===== config.mk =====
export PLATFORM = sky130hd
export DESIGN_NAME = half_widen_top
export DESIGN_NICKNAME = d
export VERILOG_FILES = /design/src/rtl/hw_pkg.sv /design/src/rtl/hw_lane_pick.sv /design/src/rtl/hw_ctrl.sv /design/src/rtl/hw_datapath.sv /design/src/rtl/half_widen_top.sv
export SDC_FILE = /design/constraint.sdc
export NUM_CORES = 1
export LEC_CHECK = 0
export BUFFER_PORTS_ARGS = -buffer_cell sky130_fd_sc_hd__buf_4
export CAP_MARGIN = 5
export CORE_MARGIN = 2
export CORE_UTILIZATION = 50
export CTS_CLUSTER_SIZE = 10
export DETAILED_ROUTE_END_ITERATION = 7
export PLACE_DENSITY = 0.83
export REMOVE_ABC_BUFFERS = 1
export SYNTH_ARGS = -nofsm -noshare
export SYNTH_HDL_FRONTEND = slang
export SYNTH_SLANG_ARGS = --single-unit

===== constraint.sdc =====
create_clock -name clk -period 10.85 [get_ports clk]
set_input_delay 2.17 -clock clk [delete_from_list [all_inputs] [get_ports clk]]
set_output_delay 2.17 -clock clk [all_outputs]
set_load 0.02 [all_outputs]

===== src/rtl/hw_pkg.sv =====
package hw_pkg;
  localparam int H_EXP_W   = 5;
  localparam int H_FRAC_W  = 10;
  localparam int S_EXP_W   = 8;
  localparam int S_FRAC_W  = 23;
  localparam int H_W       = 1 + H_EXP_W + H_FRAC_W;
  localparam int S_W       = 1 + S_EXP_W + S_FRAC_W;
  localparam int H_BIAS    = (1 << (H_EXP_W - 1)) - 1;
  localparam int S_BIAS    = (1 << (S_EXP_W - 1)) - 1;
  localparam int BIAS_GAP  = S_BIAS - H_BIAS;
  localparam int FRAC_PAD  = S_FRAC_W - H_FRAC_W;
  localparam int LEAD_W    = $clog2(H_FRAC_W + 1);

  typedef struct packed {
    logic capture;
    logic clear;
  } ctrlStrobe_t;
endpackage


===== src/rtl/hw_lane_pick.sv =====
module hw_lane_pick #(
  parameter int SRC_W  = 32,
  parameter int LANE_W = 16,
  localparam int LANES = SRC_W / LANE_W,
  localparam int SEL_W = (LANES > 1) ? $clog2(LANES) : 1
) (
  input  logic [SRC_W-1:0]  srcWord,
  input  logic [SEL_W-1:0]  laneSel,
  output logic [LANE_W-1:0] laneVal
);
  logic [LANE_W-1:0] lanes [LANES];

  for (genvar g = 0; g < LANES; g++) begin : gLane
    assign lanes[g] = srcWord[g*LANE_W +: LANE_W];
  end

  always_comb begin
    laneVal = lanes[0];
    for (int i = 0; i < LANES; i++) begin
      if (SEL_W'(i) == laneSel) laneVal = lanes[i];
    end
  end
endmodule


===== src/rtl/hw_ctrl.sv =====
module hw_ctrl
  import hw_pkg::*;
(
  input  logic        clk,
  input  logic        rst,
  input  logic        inValid,
  output ctrlStrobe_t strobe,
  output logic        outValid
);
  always_comb begin
    strobe.clear   = rst;
    strobe.capture = inValid && !rst;
  end

  always_ff @(posedge clk) begin
    if (rst) outValid <= 1'b0;
    else     outValid <= inValid;
  end

  a_r8_valid_follows: assert property (@(posedge clk) disable iff (rst)
    inValid |=> outValid);
  a_r8_no_spurious_valid: assert property (@(posedge clk) disable iff (rst)
    !inValid |=> !outValid);
  a_r9_valid_cleared: assert property (@(posedge clk)
    rst |=> !outValid);
endmodule


===== src/rtl/hw_datapath.sv =====
module hw_datapath
  import hw_pkg::*;
(
  input  logic             clk,
  input  ctrlStrobe_t      strobe,
  input  logic [H_W-1:0]   halfIn,
  input  logic             altMode,
  output logic [S_W-1:0]   result,
  output logic             invalidOp
);
  logic                sgn;
  logic [H_EXP_W-1:0]  hExp;
  logic [H_FRAC_W-1:0] hFrac;
  logic [LEAD_W-1:0]   leadPos;
  logic [LEAD_W-1:0]   shiftAmt;
  logic [H_FRAC_W-1:0] normFrac;
  logic [S_EXP_W-1:0]  subExp;
  logic [S_EXP_W-1:0]  resExp;
  logic [H_FRAC_W-1:0] resFrac;
  logic                isSignaling;

  assign sgn   = halfIn[H_W-1];
  assign hExp  = halfIn[H_FRAC_W +: H_EXP_W];
  assign hFrac = halfIn[H_FRAC_W-1:0];

  // Highest set fraction bit; later iterations win.
  always_comb begin
    leadPos = '0;
    for (int i = 0; i < H_FRAC_W; i++) begin
      if (hFrac[i]) leadPos = LEAD_W'(i);
    end
  end

  assign shiftAmt = LEAD_W'(H_FRAC_W) - leadPos;
  assign normFrac = H_FRAC_W'(hFrac << shiftAmt);
  assign subExp   = S_EXP_W'(BIAS_GAP + 1) - S_EXP_W'(shiftAmt);

  always_comb begin
    resExp      = '0;
    resFrac     = '0;
    isSignaling = 1'b0;
    if (hExp == '1 && !altMode) begin
      resExp  = '1;
      resFrac = hFrac;
      if (hFrac != '0) begin
        isSignaling = !hFrac[H_FRAC_W-1];
        resFrac[H_FRAC_W-1] = 1'b1;
      end
    end else if (hExp == '0) begin
      if (hFrac != '0) begin
        resExp  = subExp;
        resFrac = normFrac;
      end
    end else begin
      resExp  = S_EXP_W'(hExp) + S_EXP_W'(BIAS_GAP);
      resFrac = hFrac;
    end
  end

  always_ff @(posedge clk) begin
    if (strobe.clear) begin
      result    <= '0;
      invalidOp <= 1'b0;
    end else if (strobe.capture) begin
      result    <= {sgn, resExp, resFrac, {FRAC_PAD{1'b0}}};
      invalidOp <= isSignaling;
    end
  end

  a_r10_hold_result: assert property (@(posedge clk) disable iff (strobe.clear)
    !strobe.capture |=> $stable(result) && $stable(invalidOp));
  a_r7_flag_is_nan: assert property (@(posedge clk) disable iff (strobe.clear)
    invalidOp |-> (result[S_W-2 -: S_EXP_W] == '1) && result[S_FRAC_W-1]);
  a_r5_nan_quiet: assert property (@(posedge clk) disable iff (strobe.clear)
    (result[S_W-2 -: S_EXP_W] == '1 && result[S_FRAC_W-1:0] != '0)
      |-> result[S_FRAC_W-1]);
  a_r3_low_bits_zero: assert property (@(posedge clk) disable iff (strobe.clear)
    result[FRAC_PAD-1:0] == '0);
  a_r9_data_cleared: assert property (@(posedge clk)
    strobe.clear |=> result == '0 && !invalidOp);
endmodule


===== src/rtl/half_widen_top.sv =====
module half_widen_top
  import hw_pkg::*;
#(
  parameter int SRC_W    = 32,
  parameter int CTRL_W   = 32,
  parameter int MODE_BIT = 26
) (
  input  logic              clk,
  input  logic              rst,
  input  logic              inValid,
  input  logic [SRC_W-1:0]  srcWord,
  input  logic              laneSel,
  input  logic [CTRL_W-1:0] fpCtrl,
  output logic [S_W-1:0]    result,
  output logic              invalidOp,
  output logic              outValid
);
  ctrlStrobe_t    strobe;
  logic [H_W-1:0] halfVal;

  hw_lane_pick #(.SRC_W(SRC_W), .LANE_W(H_W)) uLane (
    .srcWord (srcWord),
    .laneSel (laneSel),
    .laneVal (halfVal)
  );

  hw_ctrl uCtrl (
    .clk      (clk),
    .rst      (rst),
    .inValid  (inValid),
    .strobe   (strobe),
    .outValid (outValid)
  );

  hw_datapath uPath (
    .clk       (clk),
    .strobe    (strobe),
    .halfIn    (halfVal),
    .altMode   (fpCtrl[MODE_BIT]),
    .result    (result),
    .invalidOp (invalidOp)
  );
endmodule


# == Word-level counts from Yosys, hierarchy flattened ==
# Cells that the tools add are included.
# totals
reg_bits,21
inputBits,68
output_inout_bits,34
elab_cells,34
# classes
add_sub_neg,3
eq_ne,1
shift,1
n_mux,19
n_reduce_logical,7
# ops
cell,n
$mux W10,3
$mux W8,3
$mux W16,1
$mux W3,4
$reduce_bool A10 Y1,1
$shl A10 B4 Y10,1
$add A5 B7 Y8 const B,1
$mux W4,2
$sub A7 B4 Y8 const A,1
$eq A5 B5 Y1 const B,1
$logic_not A5 Y1,1
$mux W1,4
$mux W2,2
$sub A4 B4 Y4 const A,1
$logic_not A1 Y1,3
$logic_and A1 B1 Y1,2

# == Longest topological paths before layout ==
# Gate-level depths: netlist (run 1).
# logic_depth
word_depth,15
depth_mapped,15
depth_no_buf,12

# == Cells and area by module ==
# Synthesis (run 1) repeated with hierarchy kept, for this count alone.
# unflattened
hier_cells,238
area_unflattened_um2,1855.5
# modules_own_cells
module,instances,cells_each,area_each_um2,seq_area_each_um2
hw_datapath,1,216,1566.5,380.4
hw_lane_pick,1,18,249.0,0.0
hw_ctrl,1,4,40.0,20.0

# == Worst setup path after synthesis (run 1) ==
# OpenSTA, ideal clock, no wires.
# synth_path
path_kind,input-to-reg
start,input port laneSel
end,register uPath.result[21]
setup_time_ns,0.116
arrival_time_ns,4.964
required_ns,10.734
path_slack_ns,5.770
cell_stages,15
path_buffers,5
path_cell_list,buf_6 buf_6 buf_6 o32ai_2 o211ai_2 nand2_1 inv_2 ha_1 or3_1 buf_2 and3_1 buf_6 a21o_1 a311o_1 a41o_1
# synth_via
elab_chain_len,15
elab_cells_between_ends,19
cone_classes,add/sub: 1; eq/ne: 1; shift: 1; mux: 13; reduce/logical: 3
# synth_rtl
item,line_no,text
"start, declared",half_widen_top.sv:12,"input logic laneSel,"
$mux W16 *,hw_lane_pick.sv:20,if (SEL_W'(i) == laneSel) laneVal = lanes[i];
$mux W1,hw_datapath.sv:30,if (hFrac[i]) leadPos = LEAD_W'(i);
$mux W2 (2 in a row),hw_datapath.sv:30,
$mux W3 (4 in a row),hw_datapath.sv:30,
$mux W4 (2 in a row),hw_datapath.sv:30,
$sub A4 B4 Y4,hw_datapath.sv:34,assign shiftAmt = LEAD_W'(H_FRAC_W) - leadPos;
$shl A10 B4 Y10,hw_datapath.sv:35,assign normFrac = H_FRAC_W'(hFrac << shiftAmt);
$mux W10,hw_datapath.sv:50,if (hFrac != '0) begin
$mux W10,hw_datapath.sv:49,end else if (hExp == '0) begin
$mux W10 *,hw_datapath.sv:42,if (hExp == '1 && !altMode) begin
"end signal, assigned",hw_datapath.sv:65,"result <= {sgn, resExp, resFrac, {FRAC_PAD{1'b0}}};"
"end, declared",hw_datapath.sv:8,"output logic [S_W-1:0] result,"
# Every way passes the cells marked *; elsewhere a longest branch is shown, timed or not.
# A chain may end at the register's enable or synchronous reset.

# == Worst setup path after layout (run 1) ==
# Ends and elaborated chain as after synthesis.

==> run summary, run 1 <==
status = finished, final reports clean
nets = 379
Worst Tran Pin Value = 0.683 ns
final antenna-violating net count = 0
Pleak = 0.00102 uW
CP cell instances = buf_4 > mux2i_2 > o31ai_2 > o211ai_2 > nand2_1 > inv_2 > ha_1 > inv_1 > o2111ai_1 > a21oi_1 > a311o_1 > a41o_1
sequential share of the synthesized area = 19.5%
WL final = 5.79 mm
gr usage total = 26.4%
Vias/cell = 6.13
starting density of the core = 51.6%
TritonCTS clock tree = built
post-route setup TNS = 0 ns
fillers = 376
Synth-to-Final Area Change = 18.4%
synthesized instance count = 268
DRT iter0 DRCs = 224
Worst Hold Slack = 0.473 ns
PD cells = 104 mW/mm^2
clock slew at reported path FFs = 0.08 ns
Max-Slew Margin vs Limit = 53.3%
Sink Count = 20
CP peak stage delay = 0.60 ns
Slew Limit Fails = 0
die height = 68.0 um
Primary FF master, synth = dfxtp_1
Routability Congestion = 0.959
layout cells sized above 1 = 26.2%
DRC viols = 0
Post-Synthesis Cell Area = 0.00205 sq mm
Final Hold Fails = 0
Avg WL per Cell = 16.1 um
hold path depth = 2
PortBufs = 57
Syn Area/Cell = 7.64 sq um
initial antenna violation count = 0
Clock Skews = 0 ns
vias in the first global route = 1883
Hold Path End = uPath.result[13]$_SDFFE_PP0P_
FF-to-FF Start = uPath.result[20]$_SDFFE_PP0P_
ant diodes = 0
Crit Reg-Reg Endpoint = uPath.result[20]$_SDFFE_PP0P_
fin crit period = 5.73 ns
largest net degree at the start of global routing = 38
Seq cells post-synth = 20
max_cap viols = 0
number of synthesized flops with an enable pin = 0
clock buffer depth = 2
Die Footprint = 0.00462 sq mm
synth warn = 0
Setup-failing EPs final = 0
ys async rst share = 0%
Req. time, crit path = 11.01 ns
Worst R2R Setup Slack = 10.02 ns
Worst setup startpoint = laneSel
IO Pins = 102
worst-path maximum fanout = 37
Max VDD drop = 0.0000628 V
Worst path top cell family by delay = compound AO/OA/AOI/OAI gates
hold path start = uPath.result[13]$_SDFFE_PP0P_
global route total overflow = 0
Skew-Pair Late Insertion Delay = 0.26 ns
total CTS buffers = 3
row count = 23
CP Data Arrival Time = 5.90 ns
Hold WC Path Type = flip-flop to flip-flop
r2r worst-path depth = 3
Initial DRT Pass Iterations = 4
vias = 2200
period utilisation layout = 52.8%
HPWL after DPL = 4.35 mm
critical path class = input pin to flip-flop
CP max-delay cell = mux2i_2
crit path capture type = flip-flop
chip width = 68.0 um
Synth cell types = 66
Max Clk Rate = 0.174 GHz
CP startpoint kind = input pin
hold_buf cts = 0
H-tree levels = 1
Design Power = 252 uW
setup bufs post-CTS = 0
Finished Cell Area = 0.00243 sq mm
core region area = 0.00397 sq mm
clk root buf = clkbuf_8
cts repair resizes = 0
first-pass GRT wire length = 9.32 mm
CP Buf/Inv Count = 3
Placed Area = 0.00237 sq mm
unrepaired setup endpoints after global routing = no
-- metal layers --
metal	vias to the layer above	wire length, um	global-route usage [%]
li1	1065	-	-
met1	1033	2530	36.9
met2	95	2740	42.6
met3	7	444	3.62
met4	0	65	6.75
met5	-	0	0
-- worst min-delay path, delay by kind of cell, from the launching register on --
kind	cells	cell delay (ns)
simple gates	1	0.06
compound gates	1	0.05
flops	1	0.31
-- cell usage after synthesis, drive strengths merged, types with 5 or more instances --
master | number | area [sq um]
and2 | 5 | 31.3
nor2b | 5 | 31.3
dfxtp | 20 | 400
buf | 21 | 171
a211oi | 13 | 103
nand2b | 6 | 37.5
nor2 | 31 | 119
mux2 | 7 | 78.8
mux2i | 17 | 181
o21ai | 11 | 58.8
nand3 | 9 | 45.0
nand2 | 22 | 85.1
clkbuf | 11 | 41.3
nor3 | 8 | 40.0
a311oi | 7 | 67.6
a21oi | 14 | 73.8
-- cell usage in the layout, fill, tap and decap left out, drive strengths merged, types with 4 or more instances in the layout --
cell type	netlist	final
mux2	7	7
a211oi	13	13
nand2	22	22
a311oi	7	7
and2	5	5
nor2	31	31
clkbuf	11	4
nor2b	5	5
buf	21	57
dfxtp	20	20
nand2b	6	6
a21oi	14	14
mux2i	17	17
nand3	9	9
inv	4	4
conb	1	13
nor3	8	8
o21ai	11	11
o31ai	4	4
-- cell type report --
class	count	area, sq um	share of cell area, %
repair buffers	57	428	17.6
inverters	5	18.8	0.774
clock buffers	4	55.1	2.27
flip-flops and latches	20	400	16.5
multi-input cells	223	1460	60.2
well taps	50	62.6	2.58
-- sequential cells by signal (all words and copies together), names as in the netlist --
name and cells:
uCtrl.outValid 1, uPath.result 18, uPath.invalidOp 1
-- how the worst max path moves through the flow --
stage                                    endpoint  slack, ns  cells after the start
floorplan           uPath.result[21]$_SDFFE_PP0P_       6.08                     11
global placement    uPath.result[21]$_SDFFE_PP0P_       4.91                     12
detailed placement  uPath.result[21]$_SDFFE_PP0P_       4.95                     12
CTS                 uPath.result[21]$_SDFFE_PP0P_       5.21                     12
global route        uPath.result[21]$_SDFFE_PP0P_       4.86                     12
finish              uPath.result[21]$_SDFFE_PP0P_       5.12                     12
-- per-stage QoR --
step	setup WS, ns	std cells	util [%]
final	5.12	359	61.1
after global placement	4.91	355	59.7
after floorplan	6.08	248	-
after global routing	4.86	359	61.1
after CTS	5.21	359	61.1
after detailed placement	4.95	355	59.7
-- power by group --
part	switching [uW]	leakage (uW)	internal [uW]
registers	2.72	0.000166	78.8
clock network	24.6	0.0000288	32.3
logic	68.7	0.000828	45.1
total	96.1	0.00102	156
-- logic make-up (layout without fill, tap and decap cells) --
| logic type | after synthesis | in the layout | synth area share, % |
|---|---|---|---|
| multiplexers | 24 | 24 | 12.7 |
| AO/OA/AOI/OAI | 81 | 81 | 30.5 |
| XOR/XNOR | 2 | 2 | 0.855 |
| adder cells (fa/ha/maj) | 1 | 1 | 0.611 |
| other | 1 | 13 | 0.183 |
| buffers and inverters | 37 | 66 | 11.3 |
| flip-flops | 20 | 20 | 19.5 |
| AND/OR/NAND/NOR | 102 | 102 | 24.3 |
(Power assumes the default switching activity.)
==> run 2, diff against run 1 <==
--- a/config.mk
+++ b/config.mk
@@ -8,10 +8,10 @@
 export BUFFER_PORTS_ARGS = -buffer_cell sky130_fd_sc_hd__buf_4
 export CAP_MARGIN = 5
 export CORE_MARGIN = 2
-export CORE_UTILIZATION = 50
+export CORE_UTILIZATION = 42
 export CTS_CLUSTER_SIZE = 10
 export DETAILED_ROUTE_END_ITERATION = 7
-export PLACE_DENSITY = 0.83
+export PLACE_DENSITY = 0.74
 export REMOVE_ABC_BUFFERS = 1
 export SYNTH_ARGS = -nofsm -noshare
 export SYNTH_HDL_FRONTEND = slang
==> constraint.sdc (replaced) <==
create_clock -name clk -period 5.12 [get_ports clk]
set_input_delay 1.024 -clock clk [delete_from_list [all_inputs] [get_ports clk]]
set_output_delay 1.024 -clock clk [all_outputs]
set_load 0.02 [all_outputs]
==> run 2 against run 1 <==
Against the previous run: cell count up 6.1%; critical path depth down 1; combinational power is 120% higher; sequential power increased by 110%; core utilization down 8.5 points; non-clock buffer count up 5; die area is 18% higher; highest routed layer unchanged.
==> run summary, run 2 (synthesized netlist as in run 1, its figures left out) <==
status = finished, final reports clean
PortBufs = 57
fin crit period = 4.20 ns
Max-Slew Margin vs Limit = 55.1%
flip-flop count of the largest register after layout = 18
die height = 73.8 um
Synth-to-Final Area Change = 21.3%
Design Power = 540 uW
Pleak = 0.00105 uW
CP max-delay cell = mux2i_2
initial antenna violation count = 0
WL final = 5.70 mm
Sink Count = 20
most common cell after layout, fill and taps aside = buf_4
Avg WL per Cell = 15.0 um
final antenna-violating net count = 0
M1 wire length = 2.58 mm
wire length on met3 = 371 um
vias in the first global route = 2069
Vias/cell = 5.75
period utilisation layout = 82.1%
gr usage total = 21.5%
H-tree levels = 1
DRT iter0 DRCs = 236
post-route setup TNS = 0 ns
first-pass GRT wire length = 9.41 mm
CP Buf/Inv Count = 2
max_cap viols = 0
WL met2 = 2.70 mm
Req. time, crit path = 5.27 ns
CP Data Arrival Time = 4.36 ns
fillers = 494
most frequent cells in the layout = 62 x buf_4, 30 x nor2_1, 21 x nand2_1
Biggest register = uPath.result
Routability Congestion = 0.959
Setup-failing EPs final = 0
CP startpoint kind = input pin
Initial DRT Pass Iterations = 4
row count = 25
clock slew at reported path FFs = 0.07 ns
crit path capture type = flip-flop
Max VDD drop = 0.000183 V
critical path class = input pin to flip-flop
DRC viols = 0
HPWL after DPL = 4.35 mm
starting density of the core = 43.4%
total CTS buffers = 3
layout cells sized above 1 = 27.4%
chip width = 73.8 um
largest registers = uPath.result x18, uCtrl.outValid x1, uPath.invalidOp x1
CP peak stage delay = 0.63 ns
CP cell instances = buf_4 > mux2i_2 > nand2_2 > nand2_1 > inv_2 > ha_1 > or3_1 > and3_1 > a21o_1 > a311o_1 > a41o_1
Clock Skews = 0 ns
Worst Tran Pin Value = 0.656 ns
global route total overflow = 0
worst-path maximum fanout = 25
clk root buf = clkbuf_8
clock buffer depth = 2
cts repair resizes = 0
setup bufs post-CTS = 0
Skew-Pair Late Insertion Delay = 0.25 ns
core region area = 0.00472 sq mm
hold_buf cts = 0
Hold WC Path Type = flip-flop to flip-flop
Final Hold Fails = 0
IO Pins = 102
largest net degree at the start of global routing = 38
unrepaired setup endpoints after global routing = no
vias = 2189
Worst path top cell family by delay = simple AND/OR/NAND/NOR gates
Register Area = 400 sq um
Die Footprint = 0.00545 sq mm
TritonCTS clock tree = built
PD cells = 217 mW/mm^2
top sig layer = met4
nets = 384
Slew Limit Fails = 0
combined area of the multi-input logic cells = 0.00146 sq mm
Max Clk Rate = 0.238 GHz
ant diodes = 0
-- run 2: changes by cell type in the layout (fill, tap and decap cells not counted), sizes merged --
| cell | change |
|---|---|
| buf | +5 |
-- run 2: layer usage --
layer,GRT usage (%),vias up
met5,0,-
met4,3.23,0
met3,3.84,6
met2,35.8,83
met1,29.6,1021
li1,-,1079
-- run 2: worst paths after layout --
check / from / endpoint / slack [ns] / cells after the start
worst max-delay path: laneSel / uPath.result[21]$_SDFFE_PP0P_ / 0.92 / 11
worst min-delay path: uPath.result[13]$_SDFFE_PP0P_ / uPath.result[13]$_SDFFE_PP0P_ / 0.47 / 2
worst max register to register: uPath.result[22]$_SDFFE_PP0P_ / uPath.result[22]$_SDFFE_PP0P_ / 4.29 / 3
worst min register to register: uPath.result[13]$_SDFFE_PP0P_ / uPath.result[13]$_SDFFE_PP0P_ / 0.47 / 2
-- run 2: worst min-delay path, cell delays in order, from the launching register on --
cell      delay, ns
dfxtp_1        0.31
nand2b_1       0.06
a21oi_1        0.05
-- run 2: power breakdown --
part           total, uW  switching [uW]  leakage, uW  internal, uW
logic                247             146     0.000852           101
registers            173            5.80     0.000166           167
clock network        120            51.7    0.0000288          68.4
-- run 2: layout make-up --
type                            count  area share (%)
Multi-Input combinational cell    223            58.8
Timing Repair Buffer               62            18.7
Sequential cell                    20            16.1
Tap cell                           67            3.37
Clock buffer                        4            2.22
Inverter                            5           0.755
-- run 2: metrics by stage --
stage          setup slack (ns)  hold slack [ns]  instance area [sq um]  utilization, %  cells
4_1_cts                   0.982            0.475                   2480            52.6    381
3_5_place_dp              0.725            0.463                   2430            51.4    377
3_3_place_gp              0.701            0.461                   2430            51.4    377
6_report                  0.918            0.474                   2480            52.6    381
2_1_floorplan              1.49            0.536                   1880               -    248
5_1_grt                   0.717            0.511                   2480            52.6    381
==> run 3, diff against run 2 <==
==> constraint.sdc (replaced) <==
create_clock -name clk -period 3.7 [get_ports clk]
set_input_delay 0.74 -clock clk [delete_from_list [all_inputs] [get_ports clk]]
set_output_delay 0.74 -clock clk [all_outputs]
set_load 0.02 [all_outputs]
==> run 3 against run 2 <==
Against the previous run: combinational power grew 47%; die area is the same; cell count grew 3.1%; clock power grew 39%; critical path depth grew 1; wire length grew 5.9%; count of clock-buffer cells in the layout is the same; hold slack is essentially flat; power grew 42%; first-iteration DRC count shrank 12%.
==> run summary, run 3 (synthesized netlist as in run 1, its figures left out) <==
Hold WC Path Type = flip-flop to flip-flop
Finished Cell Area = 0.00257 sq mm
flip-flop count of the largest register after layout = 18
Vias/cell = 5.75
Skew-Pair Late Insertion Delay = 0.26 ns
worst-path maximum fanout = 22
fin crit period = 3.36 ns
Max-Slew Margin vs Limit = 56.1%
status = finished, final reports clean
gr usage total = 23.3%
CP cell instances = buf_4 > inv_1 > o31ai_2 > o211ai_2 > nand2_1 > inv_2 > ha_1 > or3_1 > and2_1 > a41o_1 > a211oi_1 > nor4_1
Routability Congestion = 0.946
ant diodes = 0
Placed Area = 0.00252 sq mm
Initial DRT Pass Iterations = 4
hold path depth = 2
fillers = 479
Clock Skews = 0 ns
Setup-failing EPs final = 0
clock slew at reported path FFs = 0.07 ns
PD cells = 298 mW/mm^2
H-tree levels = 1
critical path class = input pin to flip-flop
initial antenna violation count = 0
PortBufs = 57
M1 GR Usage = 31.6%
clk root buf = clkbuf_8
post-route setup TNS = 0 ns
WL final = 6.04 mm
cts repair resizes = 0
max_cap viols = 0
core region area = 0.00472 sq mm
Die Footprint = 0.00545 sq mm
period utilisation layout = 90.7%
Final Hold Fails = 0
Sink Count = 20
total CTS buffers = 3
layout cells sized above 1 = 30.1%
FF-to-FF Start = uPath.result[22]$_SDFFE_PP0P_
grt met2 use = 37.9%
setup bufs post-CTS = 0
DRT iter0 DRCs = 208
global route total overflow = 0
largest registers = uPath.result x18, uCtrl.outValid x1, uPath.invalidOp x1
vias in the first global route = 2149
met3 usage = 4.80%
IO Pins = 102
unrepaired setup endpoints after global routing = no
crit path capture type = flip-flop
die height = 73.8 um
Design Power = 768 uW
r2r worst-path depth = 3
first-pass GRT wire length = 10.1 mm
CP max-delay cell = or3_1
largest net degree at the start of global routing = 38
starting density of the core = 43.4%
nets = 396
most common cell after layout, fill and taps aside = buf_4
CP startpoint kind = input pin
Req. time, crit path = 3.84 ns
final antenna-violating net count = 0
Biggest register = uPath.result
HPWL after DPL = 4.67 mm
TritonCTS clock tree = built
row count = 25
Slew Limit Fails = 0
Synth-to-Final Area Change = 25.7%
CP Buf/Inv Count = 3
Max VDD drop = 0.000209 V
Pleak = 0.00110 uW
most frequent cells in the layout = 74 x buf_4, 30 x nor2_1, 21 x nand2_1
hold path start = uPath.result[13]$_SDFFE_PP0P_
most used routing layer = met2
Max Clk Rate = 0.298 GHz
hold_buf cts = 0
Hold Path End = uPath.result[13]$_SDFFE_PP0P_
Worst R2R Setup Slack = 2.86 ns
Worst Tran Pin Value = 0.643 ns
vias = 2258
CP peak stage delay = 0.47 ns
CP Data Arrival Time = 3.50 ns
Worst path top cell family by delay = compound AO/OA/AOI/OAI gates
DRC viols = 0
Avg WL per Cell = 15.4 um
chip width = 73.8 um
Crit Reg-Reg Endpoint = uPath.result[22]$_SDFFE_PP0P_
clock buffer depth = 2
==> run 3: cell types whose count changed in the layout (fill, tap and decap cells not counted), sizes merged <==
cell  before  now
buf       62   74
==> run 3: layout make-up <==
cell class | count | area, sq um | area share [%]
sequential | 20 | 400 | 15.5
multi-input combinational | 223 | 1460 | 56.8
tap | 67 | 83.8 | 3.26
inverter | 5 | 18.8 | 0.729
timing repair buffer | 74 | 556 | 21.6
clock buffer | 4 | 55.1 | 2.14
==> run 3: worst max-delay path by stage <==
stage,startpoint,to,slack (ns),cells after the start
detailed placement,laneSel,uPath.result[21]$_SDFFE_PP0P_,0.12,12
global route,laneSel,uPath.result[17]$_SDFFE_PP0P_,0.15,12
floorplan,srcWord[1],uPath.result[21]$_SDFFE_PP0P_,0.36,11
finish,laneSel,uPath.result[18]$_SDFFE_PP0P_,0.34,12
CTS,laneSel,uPath.result[22]$_SDFFE_PP0P_,0.39,12
global placement,laneSel,uPath.result[21]$_SDFFE_PP0P_,0.14,11
==> run 3: report_power, final <==
group / total, uW / internal [uW] / leakage [uW] / switching (uW)
Combinational: 362 / 156 / 0.000909 / 206
Sequential: 239 / 231 / 0.000166 / 8.21
Clock: 167 / 94.8 / 0.0000288 / 72.0
==> run 3: metrics by stage <==
stage	instances	hold WS (ns)	setup WS (ns)	utilization, %
floorplan	248	0.536	0.357	-
global placement	389	0.460	0.143	53.4
detailed placement	389	0.463	0.120	53.4
CTS	393	0.474	0.392	54.5
global route	393	0.512	0.150	54.5
finish	393	0.474	0.342	54.5
==> run 3: worst register-to-register path: cells and delay by family, from the launching register on <==
family             cells  cell delay, ns
AOI/OAI and AO/OA      2            0.39
DFF                    1            0.34
and+or+nand+nor        1            0.05
==> run 3: per-layer routing <==
metal / wire length [um] / part of all wire (%) / vias to the layer above
met5: 0 / 0 / -
met4: 34 / 0.56 / 0
met3: 423 / 7.0 / 4
met2: 2900 / 48 / 82
met1: 2680 / 44 / 1068
li1: - / - / 1104
